--- src/rtl/rtc_irq_pkg.sv ---
package rtc_irq_pkg;

  localparam int NUM_EV   = 2;
  localparam int EV_SEC   = 0;
  localparam int EV_ALARM = 1;

  // register byte offsets
  localparam int OFF_ALARM   = 'h18;
  localparam int OFF_STATUS  = 'h20;
  localparam int OFF_MASK_RD = 'h24;
  localparam int OFF_UNMASK  = 'h28;
  localparam int OFF_MASK    = 'h2C;

  typedef struct packed {
    logic alarm;
    logic clr;
    logic unmask;
    logic mask;
  } rtc_wr_sel_t;

  // event set has priority over a write-one clear
  function automatic logic ev_next(logic cur, logic set, logic clr);
    return set | (cur & ~clr);
  endfunction

  // mask bit: 1 = masked; a disable write sets it, an enable write clears it
  function automatic logic mask_next(logic cur, logic unmask, logic mask);
    return mask | (cur & ~unmask);
  endfunction

  function automatic logic irq_level(logic st, logic msk);
    return st & ~msk;
  endfunction

endpackage

--- src/rtl/rtc_irq_decode.sv ---
module rtc_irq_decode
  import rtc_irq_pkg::*;
#(
  parameter int ADDR_W = 8,
  parameter int DATA_W = 32
) (
  input  logic              reg_wr,
  input  logic [ADDR_W-1:0] reg_addr,
  input  logic [DATA_W-1:0] alarm_val,
  input  logic [NUM_EV-1:0] status_val,
  input  logic [NUM_EV-1:0] mask_val,
  output rtc_wr_sel_t       wr_sel,
  output logic [DATA_W-1:0] rdata
);

  logic hit_alarm, hit_status, hit_mask_rd, hit_unmask, hit_mask;

  assign hit_alarm   = (reg_addr == ADDR_W'(OFF_ALARM));
  assign hit_status  = (reg_addr == ADDR_W'(OFF_STATUS));
  assign hit_mask_rd = (reg_addr == ADDR_W'(OFF_MASK_RD));
  assign hit_unmask  = (reg_addr == ADDR_W'(OFF_UNMASK));
  assign hit_mask    = (reg_addr == ADDR_W'(OFF_MASK));

  always_comb begin
    wr_sel        = '0;
    wr_sel.alarm  = reg_wr & hit_alarm;
    wr_sel.clr    = reg_wr & hit_status;
    wr_sel.unmask = reg_wr & hit_unmask;
    wr_sel.mask   = reg_wr & hit_mask;
  end

  always_comb begin
    rdata = '0;
    if (hit_alarm)        rdata = alarm_val;
    else if (hit_status)  rdata[NUM_EV-1:0] = status_val;
    else if (hit_mask_rd) rdata[NUM_EV-1:0] = mask_val;
  end

endmodule

--- src/rtl/rtc_irq_alarm.sv ---
module rtc_irq_alarm #(
  parameter int DATA_W = 32
) (
  input  logic              clk,
  input  logic              rst_n,
  input  logic              wr,
  input  logic [DATA_W-1:0] wdata,
  input  logic [DATA_W-1:0] cur_seconds,
  output logic [DATA_W-1:0] alarm_q,
  output logic              hit
);

  always_ff @(posedge clk or negedge rst_n) begin
    if (!rst_n)  alarm_q <= '0;
    else if (wr) alarm_q <= wdata;
  end

  assign hit = (cur_seconds == alarm_q);

endmodule

--- src/rtl/rtc_irq_status.sv ---
module rtc_irq_status
  import rtc_irq_pkg::*;
(
  input  logic              clk,
  input  logic              rst_n,
  input  logic [NUM_EV-1:0] ev_set,
  input  logic [NUM_EV-1:0] ev_clr,
  input  logic [NUM_EV-1:0] unmask_bits,
  input  logic [NUM_EV-1:0] mask_bits,
  output logic [NUM_EV-1:0] status_q,
  output logic [NUM_EV-1:0] mask_q,
  output logic [NUM_EV-1:0] irq
);

  for (genvar i = 0; i < NUM_EV; i++) begin : g_ev
    always_ff @(posedge clk or negedge rst_n) begin
      if (!rst_n) begin
        status_q[i] <= 1'b0;
        mask_q[i]   <= 1'b1;
      end else begin
        status_q[i] <= ev_next(status_q[i], ev_set[i], ev_clr[i]);
        mask_q[i]   <= mask_next(mask_q[i], unmask_bits[i], mask_bits[i]);
      end
    end
    assign irq[i] = irq_level(status_q[i], mask_q[i]);
  end

endmodule

--- src/rtl/rtc_irq_ctrl.sv ---
module rtc_irq_ctrl
  import rtc_irq_pkg::*;
#(
  parameter int ADDR_W = 8,
  parameter int DATA_W = 32
) (
  input  logic              clk,
  input  logic              rst_n,
  input  logic              reg_wr,
  input  logic [ADDR_W-1:0] reg_addr,
  input  logic [DATA_W-1:0] reg_wdata,
  output logic [DATA_W-1:0] reg_rdata,
  input  logic              sec_pulse,
  input  logic [DATA_W-1:0] cur_seconds,
  output logic              irq_sec,
  output logic              irq_alarm
);

  rtc_wr_sel_t       wr_sel;
  logic [DATA_W-1:0] alarm_q;
  logic              alarm_hit;
  logic [NUM_EV-1:0] status_q, mask_q, irq_vec;
  logic [NUM_EV-1:0] ev_set, ev_clr, unmask_bits, mask_bits;
  logic [NUM_EV-1:0] wbits;

  assign wbits = reg_wdata[NUM_EV-1:0];

  rtc_irq_decode #(.ADDR_W(ADDR_W), .DATA_W(DATA_W)) u_dec (
    .reg_wr     (reg_wr),
    .reg_addr   (reg_addr),
    .alarm_val  (alarm_q),
    .status_val (status_q),
    .mask_val   (mask_q),
    .wr_sel     (wr_sel),
    .rdata      (reg_rdata)
  );

  rtc_irq_alarm #(.DATA_W(DATA_W)) u_alarm (
    .clk         (clk),
    .rst_n       (rst_n),
    .wr          (wr_sel.alarm),
    .wdata       (reg_wdata),
    .cur_seconds (cur_seconds),
    .alarm_q     (alarm_q),
    .hit         (alarm_hit)
  );

  always_comb begin
    ev_set           = '0;
    ev_set[EV_SEC]   = sec_pulse;
    ev_set[EV_ALARM] = alarm_hit;
  end

  assign ev_clr      = wr_sel.clr    ? wbits : '0;
  assign unmask_bits = wr_sel.unmask ? wbits : '0;
  assign mask_bits   = wr_sel.mask   ? wbits : '0;

  rtc_irq_status u_stat (
    .clk         (clk),
    .rst_n       (rst_n),
    .ev_set      (ev_set),
    .ev_clr      (ev_clr),
    .unmask_bits (unmask_bits),
    .mask_bits   (mask_bits),
    .status_q    (status_q),
    .mask_q      (mask_q),
    .irq         (irq_vec)
  );

  assign irq_sec   = irq_vec[EV_SEC];
  assign irq_alarm = irq_vec[EV_ALARM];

endmodule

--- config.mk ---
export PLATFORM = sky130hd
export DESIGN_NAME = rtc_irq_ctrl
export DESIGN_NICKNAME = d
export VERILOG_FILES = /design/src/rtl/rtc_irq_pkg.sv /design/src/rtl/rtc_irq_decode.sv /design/src/rtl/rtc_irq_alarm.sv /design/src/rtl/rtc_irq_status.sv /design/src/rtl/rtc_irq_ctrl.sv
export SDC_FILE = /design/constraint.sdc
export NUM_CORES = 1
export LEC_CHECK = 0
export ABC_CLOCK_PERIOD_IN_PS = 2500
export BUFFER_PORTS_ARGS = -buffer_cell sky130_fd_sc_hd__buf_2
export CORE_MARGIN = 2
export CORE_UTILIZATION = 40
export CTS_CLUSTER_DIAMETER = 50
export DETAILED_ROUTE_END_ITERATION = 10
export HOLD_SLACK_MARGIN = 0.08
export MAX_ROUTING_LAYER = met4
export PLACE_DENSITY = 0.72
export SLEW_MARGIN = 25
export SYNTH_ARGS = -nofsm -noshare
export SYNTH_HDL_FRONTEND = slang
export SYNTH_SLANG_ARGS = --single-unit
--- constraint.sdc ---
create_clock -name clk -period 2.5 [get_ports clk]
set_input_delay 0.625 -clock clk [delete_from_list [all_inputs] [get_ports clk]]
set_output_delay 0.625 -clock clk [all_outputs]
set_load 0.05 [all_outputs]
==> flow_summary_export.csv, run 1 <==
group,metric,value,unit
timing,rsz0062_at_grt,"true",
pwr,combPwrFrac,0.152,
synthesis,syn_inst,168,
drt,dr.pass1.iters,4,
cts,htree_levels,2,
global_routing,grt_pass1_wl,8466,um
finish,regArea,903.4,sq um
timing,finalCriticalPeriod,2530,ps
pwr,leakage,1.571,nW
finish,finalInstanceArea,3347,sq um
place,place_area,2814,sq um
die,io_pins,110,
place,gp_congestion,0.7640,
drt,wl_per_cell,15.77,um
synthesis,avgSynthCellArea,12.84,sq um
die,die_x,77.44,um
timing,fin_crit_sh,1.012,
worst_setup_path,path_max_fanout,6,
synthesis,syn_area,2157,sq um
min_path,hp-class,"in -> async",
job,max-cap-violations,0,
cts,cts_buffers,5,
timing,setup_slack,-30.31,ps
die,initial_core_util,0.4197,
global_routing,grt_antenna_before_repair,0,
finish,syn2layout_area_growth,55.16,%
worst_setup_path,cp.required,1880,ps
pwr,sw_frac_of_total,0.2399,
drt,ant_nets,0,
pwr,p_sw,0.3004,mW
synthesis,yosys_warnings,0,
worst_setup_path,r2r_slack,1060,ps
synthesis,ys_seq_area_frac,0.4188,
pwr,seq_power_share,0.509,
timing,slew_viol_final,0,
worst_setup_path,rr_worst_depth,4,
worst_setup_path,slowest_delay,270,ps
cts,clock_latency,290,ps
drt,via_per_inst,4.719,
pwr,ir_drop,0.2212,mV
timing,holdWs,421.8,ps
drt,route.detailed.drc,0,
place,dp.cells,346,
finish,diodes,0,
worst_setup_path,timing.rr.start,"u_alarm.alarm_q[4]",
worst_setup_path,rr_endpoint,"u_stat.status_q[1]",
global_routing,grt_pass1_vias,1777,
place,pre_cts_slack,-123.7,ps
global_routing,grt_max_degree,37,
drt,drt-total-wl,5676,um
timing,tightest_slew,798.8,ps
global_routing,grt_use_total,0.1896,
finish,multiInputGateArea,1285,sq um
cts,cts_sinks,36,
worst_setup_path,worst_setup_path_start_kind,"input pin",
die,chipHeight,77.44,um
finish,fillers,400,
timing,finalHoldViolCount,0,
worst_setup_path,cp_common_cell,"buf_6",
worst_setup_path,cp_slowest_cell,"nor4_4",
timing,fin_skew,3.900,ps
cts,clkTransAtPathRegs,70,ps
synthesis,synth_seq_cells,36,
pwr,power.density,374.2,nW/um^2
worst_setup_path,arrival,1910,ps
worst_setup_path,path_cells,"buf_6 -> nor4_4 -> nand4b_1 -> nor2_4 -> buf_6 -> buf_6 -> and2_2 -> buf_6",
timing,finalSetupTns,-447.2,ps
die,row_count,26,
timing,slew_headroom,0.4675,
drt,drt_iter0_markers,84,
finish,stdcell_count,360,
die,dieArea,5996,sq um
worst_setup_path,critical_path.startpoint,"reg_addr[0]",
place,io_buffers,109,
worst_setup_path,crit_type,"in -> out",
cts,clockRootBuffer,"clkbuf_8",
pwr,power.share.clock,0.340,
finish,nets,365,
worst_setup_path,critPathCaptureType,"output port",
cts,hold_buffers,0,
die,core,5140,sq um
status,violations,"negative setup slack",
finish,drive_above_1_share,0.6828,
place,detailed_place_hpwl,3892,um
cts,cts_tree,"built",
timing,setup_viol,31,
pwr,p_int,0.9519,mW
status,outcome,"finished, violations left",
timing,fmax,395.2,MHz
drt,num_vias,1699,
synthesis,ys_types,21,
synthesis,synth_nets,244,
global_routing,gr-total-overflow,0,
cts,cts_buffer_depth,2,
## layer usage
metal	vias up	wire length (um)	GRT usage
li1	822	-	-
met2	67	2861	0.3096
met1	800	2400	0.2249
met4	0	125	0.07321
met5	-	0	-
met3	10	289	0.05000
## how the worst max path moves through the flow
stage / end / cells past startpoint
after floorplan: reg_rdata[0] / 4
after CTS: reg_rdata[1] / 7
after detailed placement: reg_rdata[0] / 7
after global placement: reg_rdata[0] / 7
final: reg_rdata[19] / 8
after global routing: reg_rdata[19] / 8
## layout by cell type, fill, tap and decap left out, drive strengths merged
cell type  netlist  routed
buf              4     121
dfrtp           34      34
mux2            34      34
xnor2           32      32
and2            30      30
nand4           10      10
clkbuf           3       8
nor2b            4       4
nand4b           3       3
nor4             3       3
mux2i            2       2
dfstp            2       2
o2bb2ai          2       2
nor2             1       1
and3b            1       1
nand2b           1       1
a22o             1       1
a21o             1       1
## power groups by stage
stage | combinational (mW) | sequential [mW] | clock (mW)
after floorplan | 0.0935 | 0.639 | 0
after global placement | 0.181 | 0.645 | 0
after detailed placement | 0.185 | 0.646 | 0
after CTS | 0.189 | 0.635 | 0.433
after global routing | 0.206 | 0.641 | 0.461
final | 0.190 | 0.637 | 0.426
## metrics by stage
step                total power [mW]  utilization
floorplan                     0.7322            -
global placement              0.8262       0.5475
detailed placement            0.8302       0.5475
CTS                            1.257       0.6093
global route                   1.309       0.6512
finish                         1.252       0.6512
## synthesized netlist by cell type (all sizes together)
library cell | number | area (sq um)
nand4b | 3 | 26.28
buf | 4 | 67.57
mux2i | 2 | 20.02
nand4 | 10 | 62.56
nor2 | 1 | 3.750
mux2 | 34 | 495.5
o2bb2ai | 2 | 17.52
nand2b | 1 | 6.260
dfstp | 2 | 52.55
dfrtp | 34 | 850.8
and3b | 1 | 8.760
nor2b | 4 | 25.02
nor4 | 3 | 25.02
and2 | 30 | 187.7
a21o | 1 | 7.510
clkbuf | 3 | 11.26
a22o | 1 | 8.760
xnor2 | 32 | 280.3
## final cells by class
class | instances | area share
sequential | 36 | 0.2699
clock buffer | 8 | 0.02692
multi-input combinational | 125 | 0.3839
timing repair buffer | 121 | 0.2931
tap | 70 | 0.02617
## timing repair
item                       CTS  global route
pin swaps                    2             3
cloned                       0             3
gates resized for setup     67            58
buffers inserted             1             2
setup endpoints to repair   32            32
## logic make-up after synthesis
family                 after synthesis  synth area share
AO/OA/AOI/OAI                        4           0.01566
XOR/XNOR                            32            0.1299
multiplexers                        36            0.2390
AND/OR/NAND/NOR                     53            0.1601
flip-flops                          36            0.4188
buffers and inverters                7           0.03654
## sequential cells by signal, summed over array words and instances, names as in the netlist
register / count
u_alarm.alarm_q: 32
u_stat.mask_q: 2
u_stat.status_q: 2
## critical path: cells and delay by family
kind,cells,cell delay [ps]
and+or+nand+nor,4,770
buffers and inverters,4,500
Power figures use the tool's default switching activity.
==> inputs of run 2 (changes only) <==
--- a/config.mk
+++ b/config.mk
@@ -5,15 +5,18 @@
 export SDC_FILE = /design/constraint.sdc
 export NUM_CORES = 1
 export LEC_CHECK = 0
+export ABC_AREA = 1
 export ABC_CLOCK_PERIOD_IN_PS = 2500
 export BUFFER_PORTS_ARGS = -buffer_cell sky130_fd_sc_hd__buf_2
 export CORE_MARGIN = 2
 export CORE_UTILIZATION = 40
 export CTS_CLUSTER_DIAMETER = 50
 export DETAILED_ROUTE_END_ITERATION = 10
+export GPL_TIMING_DRIVEN = 0
 export HOLD_SLACK_MARGIN = 0.08
 export MAX_ROUTING_LAYER = met4
-export PLACE_DENSITY = 0.72
+export PLACE_DENSITY = 0.7
+export SKIP_LAST_GASP = 1
 export SLEW_MARGIN = 25
 export SYNTH_ARGS = -nofsm -noshare
 export SYNTH_HDL_FRONTEND = slang
==> flow_summary_export.csv, run 2 <==
group,metric,value,unit
synthesis,yosys_warnings,0,
pwr,ir_drop,0.1847,mV
drt,route.detailed.drc,0,
finish,finalInstanceArea,3287,sq um
global_routing,gr-total-overflow,0,
timing,fmax,410.5,MHz
timing,tightest_slew,787.1,ps
finish,syn2layout_area_growth,36.89,%
drt,ant_nets,0,
drt,drt_iter0_markers,58,
synthesis,yosys.area.top_type_share,0.3544,
pwr,leakage,1.724,nW
place,gp_congestion,0.8110,
cts,clkTransAtPathRegs,70,ps
cts,cts_sinks,36,
status,outcome,"completed",
global_routing,grt_pass1_wl,8694,um
synthesis,syn_inst,333,
finish,largest_reg_flops,32,
drt,wl_per_cell,10.15,um
pwr,p_int,0.9344,mW
place,place_area,3075,sq um
pwr,power.total,1.263,mW
place,detailed_place_hpwl,4191,um
synthesis,ys_types,19,
die,row_count,28,
pwr,p_sw,0.3290,mW
synthesis,synthTopCellsByArea,"dfrtp_1, nand2_1, inv_1",
die,dieArea,6638,sq um
timing,rsz0062_at_grt,"true",
drt,via_per_inst,4.225,
pwr,power.share.clock,0.329,
die,chipHeight,81.48,um
global_routing,grt_antenna_before_repair,0,
timing,slew_headroom,0.4753,
finish,drive_above_1_share,0.3996,
timing,finalCriticalPeriod,2436,ps
cts,hold_buffers,0,
timing,holdWs,420.6,ps
die,io_pins,110,
job,max-cap-violations,0,
finish,utilization,0.5618,
synthesis,ys_seq_area_frac,0.3762,
timing,setup_slack,63.89,ps
timing,setup_viol,0,
synthesis,synth_seq_cells,36,
timing,slew_viol_final,0,
drt,dr.pass1.iters,4,
cts,htree_levels,2,
cts,cts_tree,"built",
finish,top_register,"u_alarm.alarm_q",
finish,fillers,571,
worst_setup_path,path_max_fanout,10,
worst_setup_path,crit_type,"in -> out",
cts,clockRootBuffer,"clkbuf_8",
pwr,seq_power_share,0.502,
die,die_x,81.48,um
die,initial_core_util,0.4104,
min_path,hp-class,"in -> async",
synthesis,synth_edf_count,0,
timing,finalHoldViolCount,0,
synthesis,ys.flop_type,"dfrtp_1",
global_routing,grt_use_total,0.1727,
synthesis,synth_nets,409,
synthesis,avgSynthCellArea,7.210,sq um
finish,nets,528,
finish,final_cell_mix,"nand2_1, buf_2, inv_1, dfrtp_1, o21ai_2",
die,core,5851,sq um
synthesis,yosysTopAreaCell,"dfrtp_1",
global_routing,grt_max_degree,37,
finish,reg_top3,"u_alarm.alarm_q (32), u_stat.mask_q (2), u_stat.status_q (2)",
drt,drt-total-wl,5358,um
synthesis,netlist_top_cells_count,"nand2_1, inv_1, nor2_1",
worst_setup_path,worst_setup_path_start_kind,"input pin",
finish,regArea,903.4,sq um
pwr,power.density,384.4,nW/um^2
cts,cts_buffers,5,
global_routing,grt_pass1_vias,2091,
timing,fin_crit_sh,0.9744,
synthesis,async_flop_share,1.000,
synthesis,syn_area,2401,sq um
finish,diodes,0,
worst_setup_path,critPathCaptureType,"output port",
pwr,sw_frac_of_total,0.2604,
place,io_buffers,109,
timing,fin_skew,3.014,ps
synthesis,synthMostInstantiatedCell,"nand2_1",
cts,cts_buffer_depth,2,
finish,multiInputGateArea,1165,sq um
place,pre_cts_slack,-174.6,ps
worst_setup_path,cp.required,1880,ps
pwr,combPwrFrac,0.169,
drt,num_vias,2231,
finish,layout_commonest_cell,"nand2_1",
cts,clock_latency,280,ps
worst_setup_path,arrival,1810,ps
run 2: path summary, 6_finish.rpt:
check | startpoint | endpoint | slack [ps] | depth (start not counted)
max in group asynchronous | rst_n | u_alarm.alarm_q[9] | 1580 | 1
worst max-delay path | reg_addr[1] | reg_rdata[18] | 60 | 8
worst min-delay path | rst_n | u_alarm.alarm_q[14] | 420 | 1
min in group clk | u_stat.mask_q[1] | u_stat.mask_q[1] | 500 | 2
worst min register to register | u_stat.mask_q[1] | u_stat.mask_q[1] | 500 | 2
worst max register to register | u_alarm.alarm_q[17] | u_stat.status_q[1] | 1370 | 9
run 2: layer usage:
| metal | vias up | GRT usage | share of wire |
|---|---|---|---|
| li1 | 1202 | - | - |
| met1 | 966 | 0.1964 | 0.40 |
| met2 | 58 | 0.3172 | 0.53 |
| met3 | 5 | 0.02418 | 0.056 |
| met4 | 0 | 0.04576 | 0.0086 |
| met5 | - | - | 0 |
run 2: cells by family after synthesis:
| group | count (synthesis) | synth area share |
|---|---|---|
| simple gates | 151 | 0.2585 |
| buf+inv | 88 | 0.1574 |
| flops | 36 | 0.3762 |
| compound gates | 35 | 0.1240 |
| xor+xnor | 23 | 0.08390 |
run 2: stage by stage:
step,instances,TNS (ps)
after floorplan,333,-1939
after global placement,517,-2014
after detailed placement,517,-3441
after CTS,526,-9.194
after global routing,528,-672.0
final,528,0
run 2: power by group through the flow:
stage / combinational (mW) / sequential [mW] / clock, mW
finish: 0.213 / 0.635 / 0.415
global route: 0.245 / 0.638 / 0.454
CTS: 0.215 / 0.634 / 0.440
detailed placement: 0.214 / 0.645 / 0
global placement: 0.208 / 0.644 / 0
floorplan: 0.121 / 0.639 / 0
run 2: cell type report:
type,instances,share of cell area
Multi-Input combinational cell,209,0.3544
Sequential cell,36,0.2748
Timing Repair Buffer,112,0.1979
Inverter,79,0.09022
Tap cell,75,0.02855
Buffer,9,0.02589
Clock buffer,6,0.02512
Clock inverter,2,0.003045
run 2: worst max-delay path, stage by stage:
cell	delay, ps
buf_2	90
nor2_1	130
nand2_1	120
nor2_4	160
nand2_1	110
clkbuf_4	240
nor2_1	130
buf_4	210
run 2: timing repair:
action | 4_1_cts | 5_1_grt
pin swaps | 1 | 1
setup buffers | 1 | 2
gates resized for setup | 30 | 7
gates cloned | 0 | 0
endpoints found under the setup margin | 30 | 32
